--- src/rtl/ccflag_pkg.sv ---
// Package: shared encodings for the condition-code generator.
// Assumes a 4-bit flag group ordered {N,Z,V,C}.
package ccflag_pkg;

    typedef enum logic [1:0] {
        OPC_ADD   = 2'b00,
        OPC_SUB   = 2'b01,
        OPC_LOGIC = 2'b10,
        OPC_RSVD  = 2'b11
    } opc_e;

    typedef struct packed {
        logic n;
        logic z;
        logic v;
        logic c;
    } nzvc_t;

    localparam int GRP_W = 4;

endpackage

--- src/rtl/ccflag_group.sv ---
// Module: ccflag_group
// Computes one NZVC group for a W-bit view of an ALU operation.
// Assumes the operands are already truncated to W bits by the caller.
// A reserved class yields all-zero flags; the caller suppresses the write.
module ccflag_group
    import ccflag_pkg::*;
#(
    parameter int W = 32
) (
    input  logic [W-1:0] a,
    input  logic [W-1:0] b,
    input  logic [W-1:0] r,
    input  opc_e         opc,
    output nzvc_t        flags
);

    localparam int MSB = W - 1;

    logic [W-1:0] add_cy_vec;
    logic [W-1:0] add_ov_vec;
    logic [W-1:0] sub_ov_vec;

    // Bitwise terms whose top bit gives carry and overflow.
    always_comb begin
        add_cy_vec = (a & b) | (~r & (a | b));
        add_ov_vec = (b ^ r) & (a ^ ~b);
        sub_ov_vec = (a ^ b) & (a ^ r);
    end

    // Select the flag rules for the operation class.
    always_comb begin
        flags   = '0;
        flags.n = r[MSB];
        flags.z = (r == '0);
        unique case (opc)
            OPC_ADD: begin
                flags.c = add_cy_vec[MSB];
                flags.v = add_ov_vec[MSB];
            end
            OPC_SUB: begin
                flags.c = (b > a);
                flags.v = sub_ov_vec[MSB];
            end
            OPC_LOGIC: begin
                flags.c = 1'b0;
                flags.v = 1'b0;
            end
            default: flags = '0;
        endcase
    end

endmodule

--- src/rtl/ccflag_reg.sv ---
// Module: ccflag_reg
// Masked merge register for the condition codes.
// Assumes the caller has already folded mode and class into wr_en and wr_mask.
module ccflag_reg #(
    parameter int CC_W = 8
) (
    input  logic            clk,
    input  logic            rst_n,
    input  logic            wr_en,
    input  logic [CC_W-1:0] wr_mask,
    input  logic [CC_W-1:0] wr_data,
    output logic [CC_W-1:0] cc_q
);

    logic [CC_W-1:0] cc_d;

    // Merge: masked bits take new data, the others hold.
    always_comb begin
        cc_d = (cc_q & ~wr_mask) | (wr_data & wr_mask);
    end

    // State register with synchronous active-low reset.
    always_ff @(posedge clk) begin
        if (!rst_n)
            cc_q <= '0;
        else if (wr_en)
            cc_q <= cc_d;
    end


    mask_keep_chk: assert property (@(posedge clk) disable iff (!rst_n)
        wr_en |=> ((cc_q ^ $past(cc_q)) & ~$past(wr_mask)) == '0);


    idle_hold_chk: assert property (@(posedge clk) disable iff (!rst_n)
        !wr_en |=> $stable(cc_q));

endmodule

--- src/rtl/ccflag_unit.sv ---
// Module: ccflag_unit (top)
// Produces narrow (bit 31) and wide (bit 63) NZVC groups from an ALU
// operation and merges them into an 8-bit register {wide, narrow}.
// Assumes NARROW_W < DATA_W; wide_mode=0 freezes the wide nibble.
module ccflag_unit
    import ccflag_pkg::*;
#(
    parameter int DATA_W   = 64,
    parameter int NARROW_W = 32
) (
    input  logic              clk,
    input  logic              rst_n,
    input  logic              upd_valid,
    input  logic [1:0]        op_class,
    input  logic              wide_mode,
    input  logic [7:0]        upd_mask,
    input  logic [DATA_W-1:0] src_a,
    input  logic [DATA_W-1:0] src_b,
    input  logic [DATA_W-1:0] result,
    output logic [7:0]        cc_q
);

    localparam int NGRP = 2;
    localparam int CC_W = NGRP * GRP_W;

    opc_e            opc;
    nzvc_t           grp_flags [NGRP];
    logic [CC_W-1:0] new_flags;
    logic [CC_W-1:0] eff_mask;
    logic            wr_en;

    // Interpret the raw class field.
    always_comb opc = opc_e'(op_class);

    // One flag group per view width: index 0 narrow, index 1 wide.
    for (genvar g = 0; g < NGRP; g++) begin : g_grp
        localparam int GW = (g == 0) ? NARROW_W : DATA_W;
        ccflag_group #(.W(GW)) u_grp (
            .a     (src_a[GW-1:0]),
            .b     (src_b[GW-1:0]),
            .r     (result[GW-1:0]),
            .opc   (opc),
            .flags (grp_flags[g])
        );
    end

    // Pack the groups, gate the wide nibble by mode, qualify the write.
    always_comb begin
        new_flags = {grp_flags[1], grp_flags[0]};
        eff_mask  = upd_mask & {{GRP_W{wide_mode}}, {GRP_W{1'b1}}};
        wr_en     = upd_valid && (opc != OPC_RSVD);
    end

    ccflag_reg #(.CC_W(CC_W)) u_reg (
        .clk     (clk),
        .rst_n   (rst_n),
        .wr_en   (wr_en),
        .wr_mask (eff_mask),
        .wr_data (new_flags),
        .cc_q    (cc_q)
    );


    logic_vc_zero_chk: assert property (@(posedge clk) disable iff (!rst_n)
        (opc == OPC_LOGIC) |-> (!grp_flags[0].v && !grp_flags[0].c &&
                                !grp_flags[1].v && !grp_flags[1].c));


    narrow_keeps_wide_chk: assert property (@(posedge clk) disable iff (!rst_n)
        !wide_mode |=> $stable(cc_q[7:4]));


    rsvd_hold_chk: assert property (@(posedge clk) disable iff (!rst_n)
        (upd_valid && op_class == 2'b11) |=> $stable(cc_q));


    zero_nest_chk: assert property (@(posedge clk) disable iff (!rst_n)
        (opc != OPC_RSVD && grp_flags[1].z) |-> grp_flags[0].z);

endmodule

--- config.mk ---
export PLATFORM = sky130hd
export DESIGN_NAME = ccflag_unit
export DESIGN_NICKNAME = d
export VERILOG_FILES = /design/src/rtl/ccflag_pkg.sv /design/src/rtl/ccflag_group.sv /design/src/rtl/ccflag_reg.sv /design/src/rtl/ccflag_unit.sv
export SDC_FILE = /design/constraint.sdc
export NUM_CORES = 1
export LEC_CHECK = 0
export BUFFER_PORTS_ARGS = -buffer_cell sky130_fd_sc_hd__buf_2
export CAP_MARGIN = 20
export CORE_AREA = 8 8 100 102
export CTS_BUF_LIST = sky130_fd_sc_hd__clkbuf_8 sky130_fd_sc_hd__clkbuf_16
export DETAILED_ROUTE_END_ITERATION = 6
export DIE_AREA = 0 0 108 110
export PLACE_DENSITY_LB_ADDON = 0.2
export REMOVE_ABC_BUFFERS = 1
export SLEW_MARGIN = 30
export SYNTH_ARGS = -nofsm -noshare
export SYNTH_HDL_FRONTEND = slang
export SYNTH_HIERARCHICAL = 1
export SYNTH_SLANG_ARGS = --single-unit
--- constraint.sdc ---
create_clock -name clk -period 2.4 [get_ports clk]
set_input_delay 0 -clock clk [delete_from_list [all_inputs] [get_ports clk]]
set_output_delay 0 -clock clk [all_outputs]
set_load 0.1 [all_outputs]
==> results of run 1 <==
[cell type report]
class                           instances  area [um2]
Fill cell                             879        3970
Multi-Input combinational cell        339        2720
Timing Repair Buffer                  213        1070
Inverter                              100         375
Sequential cell                         8         160
Tap cell                              108         135
Clock buffer                            3        41.3
[layout by cell type (no fill, tap or decap), types with 8 or more instances in the layout]
| cell | instances |
|---|---|
| mux2i_1 | 8 |
| nor2_1 | 12 |
| nand3_1 | 11 |
| buf_2 | 213 |
| ha_1 | 100 |
| dfxtp_1 | 8 |
| nand4_1 | 18 |
| a21oi_1 | 39 |
| nand2_1 | 44 |
| nor4_1 | 27 |
| a21o_1 | 9 |
| inv_1 | 100 |
[logic make-up (layout without fill, tap and decap cells)]
group	count (synthesis)	count (layout)	share of synthesized area (%)
mux	8	8	2.44
buf+inv	103	316	12.3
fa+ha+maj	100	100	38.1
simple gates	138	138	23.2
xor+xnor	4	4	1.07
compound gates	89	89	18.0
flops	8	8	4.88
[per-layer routing]
layer | vias up | GRT usage (%) | routed length [um]
li1 | 2043 | - | -
met4 | 0 | 2.87 | 95
met1 | 1762 | 21.4 | 4690
met5 | - | 0 | 0
met3 | 6 | 4.19 | 941
met2 | 144 | 33.3 | 5700
[worst paths after layout]
check,start,end,slack (ps),depth (start not counted)
min,upd_mask[2],register,50,3
max reg2reg,register,register,1780,2
max,src_a[27],register,630,11
min reg2reg,register,register,450,2
[power breakdown]
| group | internal, mW | switching, mW | leakage, nW |
|---|---|---|---|
| Sequential | 0.136 | 0.00112 | 0.0646 |
| Combinational | 0.314 | 0.338 | 2.63 |
| Clock | 0.108 | 0.0473 | 0.0216 |
[worst max-delay path: stages]
cell and delay, ps:
buf_2 90, inv_1 40, ha_1 320, a21oi_1 140, o21a_1 140, a2bb2oi_1 210
a211oi_1 110, a2111oi_0 560, a21oi_1 150, nand2_1 80, mux2i_1 50
==> reports/results.ini, run 1 <==
[sta]
setup_slack_ps = 628
rsz0062_at_grt = false
slew_viol_final = 0
tightestPinTransition_ps = 582
hold_slack_ps = 54.2
max_freq_ghz = 0.564
hold_viol = 0
setup_violations = 0
fin_skew_ps = 0
slew-limit-headroom_pct = 60.2
period_needed_ps = 1770
finalSetupTns_ps = 0
period_share_pct = 73.8

[floorplanning]
start_util_pct = 38.8
rows = 34
pin_count = 214
chipWidth_um = 108
design.core.area_mm2 = 0.00847
dieArea_mm2 = 0.0119
die_h_um = 110

[yosys]
synth-edff-count = 0
ys_top_cells_by_count = ha_1, inv_1, nand2_1
avgSynthCellArea_um2 = 7.29
synth.area.top_cells = ha_1, inv_1, a21oi_1
synth_top_cell_area_share_pct = 38.1
yosys.area.top_type = ha_1
netlist_instances = 450
synth_async_sr_flop_share_pct = 0
mappedNetlistArea_mm2 = 0.00328
ys_ff_latch = 8
yosysUniqueCellTypes = 53
yosysWarnings = 6
synth_ff_type = dfxtp_1
synth-seq-area-share_pct = 4.88

[clock_tree]
cts.htree.levels = 1
ctsResizeCount = 0
post_cts_buffers = 0
path_clk_slew_ps = 40
ctsHoldBuffers = 0
cts_tree = yes
cts.sinks = 8
cts-buffers-inserted = 3
clockBufferDepth = 2
cts_root_buf = clkbuf_8
clk_latency_ps = 220

[placement]
placed_cell_area_mm2 = 0.00445
io_buffers = 213
hpwl_um = 10800
dp_slack_ps = 291
dp_cells = 768
place.gp.congestion = 0.855

[finish]
layout-drive-gt1-share_pct = 34.7
antenna_cells = 0
layoutNonFillerInstCount = 771
post-route-util_pct = 53.1
final_area_mm2 = 0.00450
nets = 971
area_delta_synth_final_pct = 37.0

[power]
leakage_nw = 2.72
ir_drop_mv = 0.153
powerDensity_mw_per_mm2 = 210
p_total_mw = 0.945

[critical_path]
cp-end-kind = register
path_max_fanout = 3
arrival_ps = 1890
crit_type = primary input to register
startpoint_type = primary input
cp.required_ps = 2510

[global_routing]
grt_pass1_wl_um = 18300
first_global_vias = 4268
grt-ovfl-total = 0
antenna_found_initial = 0
grt_usage_pct = 18.2
grt_max_degree = 17

[drt]
vias = 3955
drc_errors = 0
antenna_left = 0
wl_um = 11400
initialDrtViolationCount = 134
routedWlPerCell_um = 14.8
vias_per_cell = 5.13
dr.pass1.iters = 4

[outcome]
status = complete, no violations

[hold_path]
hp-class = primary input to register

[run]
maxCapViolations = 0

Power figures use the tool's default switching activity.
==> run 2: changes to the inputs <==
==> constraint.sdc (replaced) <==
create_clock -name clk -period 1.7 [get_ports clk]
set_input_delay 0 -clock clk [delete_from_list [all_inputs] [get_ports clk]]
set_output_delay 0 -clock clk [all_outputs]
set_load 0.1 [all_outputs]
==> reports/results.ini, run 2 (synthesis results as in run 1) <==
[outcome]
status = complete, no violations

[critical_path]
path_max_fanout = 2  ; -1
cp.required_ps = 1820  ; -690 ps
cp-end-kind = register
rr_worst_depth = 2  ; unchanged
arrival_ps = 1710  ; -180 ps
startpoint_type = primary input
crit_type = primary input to register
rrSetupSlack_ps = 1120  ; -660 ps

[finish]
layout-drive-gt1-share_pct = 41.1  ; +6.4 points
area_delta_synth_final_pct = 51.3
layoutNonFillerInstCount = 804  ; +4.3%
antenna_cells = 0  ; unchanged
layout_commonest_cell = buf_2
fillers = 777  ; -12%
final_cell_mix = buf_2, inv_1, ha_1, nand2_1, a21oi_1
nets = 1004  ; +3.4%

[drt]
wl_met1_um = 5020  ; +7.1%
routedWlPerCell_um = 14.6  ; -1.5%
initialDrtViolationCount = 161  ; +20%
routed.top_layer = met4
met2_length_um = 5790  ; +1.7%
vias = 4009  ; +1.4%
vias_per_cell = 4.99  ; -2.8%
wl_met3_um = 837  ; -11%
drc_errors = 0  ; unchanged
antenna_left = 0  ; unchanged
wl_um = 11700  ; +2.7%
dr.pass1.iters = 4  ; unchanged

[placement]
dp_cells = 796  ; +3.6%
io_buffers = 213  ; unchanged
dp_slack_ps = -475  ; -766 ps
hpwl_um = 10700  ; -1.1%
place.gp.congestion = 0.846  ; -1.1%

[sta]
hold_slack_ps = 42.0  ; -12.2 ps
tightestPinTransition_ps = 511  ; -70.9 ps
max_freq_ghz = 0.628
setup_violations = 0  ; unchanged
fin_skew_ps = 0  ; unchanged
setup_slack_ps = 107  ; -521 ps
period_share_pct = 93.7
hold_viol = 0  ; unchanged
period_needed_ps = 1590
slew-limit-headroom_pct = 66.1  ; +6.0 points
slew_viol_final = 0  ; unchanged

[global_routing]
antenna_found_initial = 0  ; unchanged
grt_pass1_wl_um = 18200  ; -0.49%
grt-ovfl-total = 0  ; unchanged
grt_usage_pct = 18.2  ; about the same
grt_max_degree = 17  ; unchanged
first_global_vias = 4174  ; -2.2%

[run]
maxCapViolations = 0  ; unchanged

[power]
p_total_mw = 1.49  ; +57%
leakage_nw = 2.92  ; +7.5%
ir_drop_mv = 0.152  ; -1.1%
powerDensity_mw_per_mm2 = 299  ; +42%

[hold_path]
min_from = upd_mask[2]
hp-class = primary input to register
worstHoldPathCells = 3  ; unchanged

[floorplanning]
start_util_pct = 38.8  ; unchanged
dieArea_mm2 = 0.0119  ; unchanged
rows = 34  ; unchanged
design.core.area_mm2 = 0.00847  ; unchanged
chipWidth_um = 108  ; unchanged
pin_count = 214  ; unchanged
die_h_um = 110  ; unchanged

[clock_tree]
cts_root_buf = clkbuf_8
clockBufferDepth = 2  ; unchanged
path_clk_slew_ps = 50  ; about the same
cts.htree.levels = 1  ; unchanged
clk_latency_ps = 230  ; about the same
ctsHoldBuffers = 0  ; unchanged
cts.sinks = 8  ; unchanged
cts_tree = yes
cts-buffers-inserted = 3  ; unchanged

## run 2: cell count changes in the layout (fill, tap and decap cells not counted), moves of 2 or more
cell	before	now
a2111oi_0	3	1
buf_2	213	210
buf_4	0	33
buf_6	0	3
ha_1	100	95
ha_4	0	5
inv_1	100	96
inv_2	0	4
nor4_1	27	25
nor4_4	0	3
o311ai_1	2	0
o311ai_4	0	2
## run 2: area by class of cell
type / instances / area, um2 / area share (%)
multi-input combinational: 339 / 2920 / 58.8
tap: 108 / 135 / 2.72
sequential: 8 / 160 / 3.23
clock buffer: 3 / 41.3 / 0.832
inverter: 100 / 375 / 7.56
timing repair buffer: 246 / 1330 / 26.8
## run 2: per-layer routing
metal,vias up,global-route usage [%]
li1,2106,-
met1,1776,22.2
met2,119,32.6
met3,8,3.72
met4,0,2.68
met5,-,0
## run 2: through the flow
stage	instance area, um2	TNS, ps	utilization, %
after floorplan	3250	0	-
after global placement	4660	-610	55.1
after detailed placement	4660	-650	55.1
after CTS	4740	0	56.0
after global routing	4960	-27.9	58.6
final	4960	0	58.6
## run 2: worst max-delay path by stage
stage / cells past startpoint / start / endpoint / slack [ps]
after floorplan: 10 / src_a[61] / register / 100
after global placement: 11 / src_a[27] / register / -450
after global routing: 11 / src_a[27] / register / -30
after CTS: 11 / src_a[63] / register / 20
final: 12 / src_a[61] / register / 110
after detailed placement: 11 / src_a[25] / register / -480
## run 2: what timing repair did
item,in CTS,in global routing
endpoints found under the hold margin,0,0
buffers inserted,0,5
setup endpoints to repair,1,2
gates resized for setup,5,29
pin swaps,1,19
## run 2: where the power goes
group,switching (mW),internal [mW],leakage [nW]
clock network,0.0879,0.155,0.0216
registers,0.00142,0.192,0.0646
logic,0.527,0.524,2.84
total,0.616,0.870,2.92
## run 2: critical path, stage by stage
cell	delay (ps)
buf_2	70
inv_1	40
ha_1	300
a21o_1	180
a21oi_1	190
o221ai_2	110
a211o_1	270
o31ai_1	250
buf_4	140
a21oi_1	30
nand2_1	70
mux2i_1	60
==> run 3: changes to the inputs <==
--- a/config.mk
+++ b/config.mk
@@ -6,9 +6,8 @@
 export NUM_CORES = 1
 export LEC_CHECK = 0
 export BUFFER_PORTS_ARGS = -buffer_cell sky130_fd_sc_hd__buf_2
-export CAP_MARGIN = 20
 export CORE_AREA = 8 8 100 102
-export CTS_BUF_LIST = sky130_fd_sc_hd__clkbuf_8 sky130_fd_sc_hd__clkbuf_16
+export CTS_BUF_LIST = sky130_fd_sc_hd__clkbuf_16
 export DETAILED_ROUTE_END_ITERATION = 6
 export DIE_AREA = 0 0 108 110
 export PLACE_DENSITY_LB_ADDON = 0.2
==> reports/results.ini, run 3 (synthesis results as in run 1) <==
[global_routing]
grt-ovfl-total = 0  ; unchanged
grt_max_degree = 17  ; unchanged
grt_usage_pct = 18.4  ; +0.24 points
antenna_found_initial = 0  ; unchanged
first_global_vias = 4217  ; +1.0%
grt_pass1_wl_um = 18400  ; +1.2%

[run]
maxCapViolations = 0  ; unchanged

[sta]
hold_viol = 0  ; unchanged
period_share_pct = 93.5  ; -0.19 points
period_needed_ps = 1590  ; -3.19 ps
fin_skew_ps = 0  ; unchanged
slew_viol_final = 0  ; unchanged
setup_violations = 0  ; unchanged
slew-limit-headroom_pct = 65.8  ; -0.32 points
hold_slack_ps = 48.9  ; +6.88 ps
tightestPinTransition_ps = 516  ; +4.84 ps
max_freq_ghz = 0.629  ; +0.20%
finalSetupTns_ps = 0  ; unchanged

[clock_tree]
cts_root_buf = clkbuf_16
cts.sinks = 8  ; unchanged
cts_tree = yes
cts-buffers-inserted = 3  ; unchanged
cts.htree.levels = 1  ; unchanged
clockBufferDepth = 2  ; unchanged
ctsHoldBuffers = 0  ; unchanged
clk_latency_ps = 230  ; about the same
path_clk_slew_ps = 40  ; about the same

[critical_path]
cp-end-kind = register
cp_top_family = compound AO/OA/AOI/OAI gates
cp_num_buf_inv = 1  ; -2
cp.required_ps = 1860  ; +40 ps
startpoint_type = primary input
path_max_fanout = 2  ; unchanged
arrival_ps = 1750  ; +40 ps
cp_slowest_cell = nor4_4
crit_type = primary input to register
slowest_delay_ps = 340  ; +40 ps
crit_chain = buf_2, ha_4, nand4_1, nor4_4, a2bb2oi_2, a211oi_2, a2111oi_4, a21oi_1, nand2_1, mux2i_1

[floorplanning]
dieArea_mm2 = 0.0119  ; unchanged
die_h_um = 110  ; unchanged
chipWidth_um = 108  ; unchanged
rows = 34  ; unchanged
design.core.area_mm2 = 0.00847  ; unchanged
pin_count = 214  ; unchanged
start_util_pct = 38.8  ; unchanged

[power]
ir_drop_mv = 0.240  ; +59%
powerDensity_mw_per_mm2 = 329  ; +9.9%
leakage_nw = 2.94  ; +0.63%

[placement]
place.gp.congestion = 0.846  ; unchanged
io_buffers = 213  ; unchanged
hpwl_um = 10700  ; unchanged

[finish]
antenna_cells = 0  ; unchanged
layout-drive-gt1-share_pct = 41.2  ; +0.14 points
fillers = 772  ; -0.64%
layout_commonest_cell = buf_2
nets = 1004  ; unchanged
final_cell_mix = buf_2, inv_1, ha_1, nand2_1, a21oi_1
area_delta_synth_final_pct = 53.0

[drt]
antenna_left = 0  ; unchanged
dr.pass1.iters = 4  ; unchanged
vias_per_cell = 5.01  ; +0.47%
routedWlPerCell_um = 14.8  ; +1.1%
drc_errors = 0  ; unchanged
wl_um = 11900  ; +1.1%
initialDrtViolationCount = 151  ; -6.2%
vias = 4028  ; +0.47%

[hold_path]
hp-class = primary input to register

[outcome]
status = complete, no violations

[run 3: cell counts in the layout (fill, tap and decap cells not counted)]
No cell type changed its count.
[run 3: worst paths after layout]
kind / cells past startpoint / from / slack (ps) / endpoint
worst min-delay path: 3 / upd_mask[2] / 50 / register
worst max-delay path: 10 / src_b[26] / 110 / register
worst min register to register: 2 / register / 450 / register
worst max register to register: 2 / register / 1120 / register
[run 3: metal layers]
layer	GRT usage (%)	wire length (um)
met5	0	0
met4	3.57	167
met3	4.19	855
met2	32.8	5850
met1	22.2	4990
[run 3: cell type report]
type	instances	area [um2]	share of cell area [%]
Timing Repair Buffer	246	1340	26.7
Sequential cell	8	160	3.19
Multi-Input combinational cell	339	2930	58.4
Clock buffer	3	75.1	1.50
Inverter	100	375	7.48
Tap cell	108	135	2.69
[run 3: repair_timing]
item / 4_1_cts / 5_1_grt
setup endpoints to repair: 1 / 2
buffers inserted: 0 / 5
pin swaps: 1 / 19
gates resized for setup: 5 / 32
[run 3: power breakdown]
part	total [mW]	leakage (nW)	switching, mW	internal, mW
combinational	1.06	2.84	0.529	0.527
clock	0.402	0.0370	0.0980	0.304
sequential	0.193	0.0646	0.00144	0.192
total	1.65	2.94	0.628	1.02
[run 3: worst register-to-register path: cells and delay by family, from the launching register on]
kind / cells / cell delay [ps]
simple gates: 1 / 50
flops: 1 / 320
mux: 1 / 140
[run 3: per-stage QoR]
step	std cells	power, mW	util (%)	setup WS [ps]	instance area, um2
after floorplan	447	0.698	-	101	3250
after global placement	796	1.15	55.1	-447	4660
after detailed placement	796	1.18	55.1	-475	4660
after CTS	799	1.60	56.4	22.7	4770
after global routing	804	1.81	59.3	-31.3	5020
final	804	1.65	59.3	110	5020
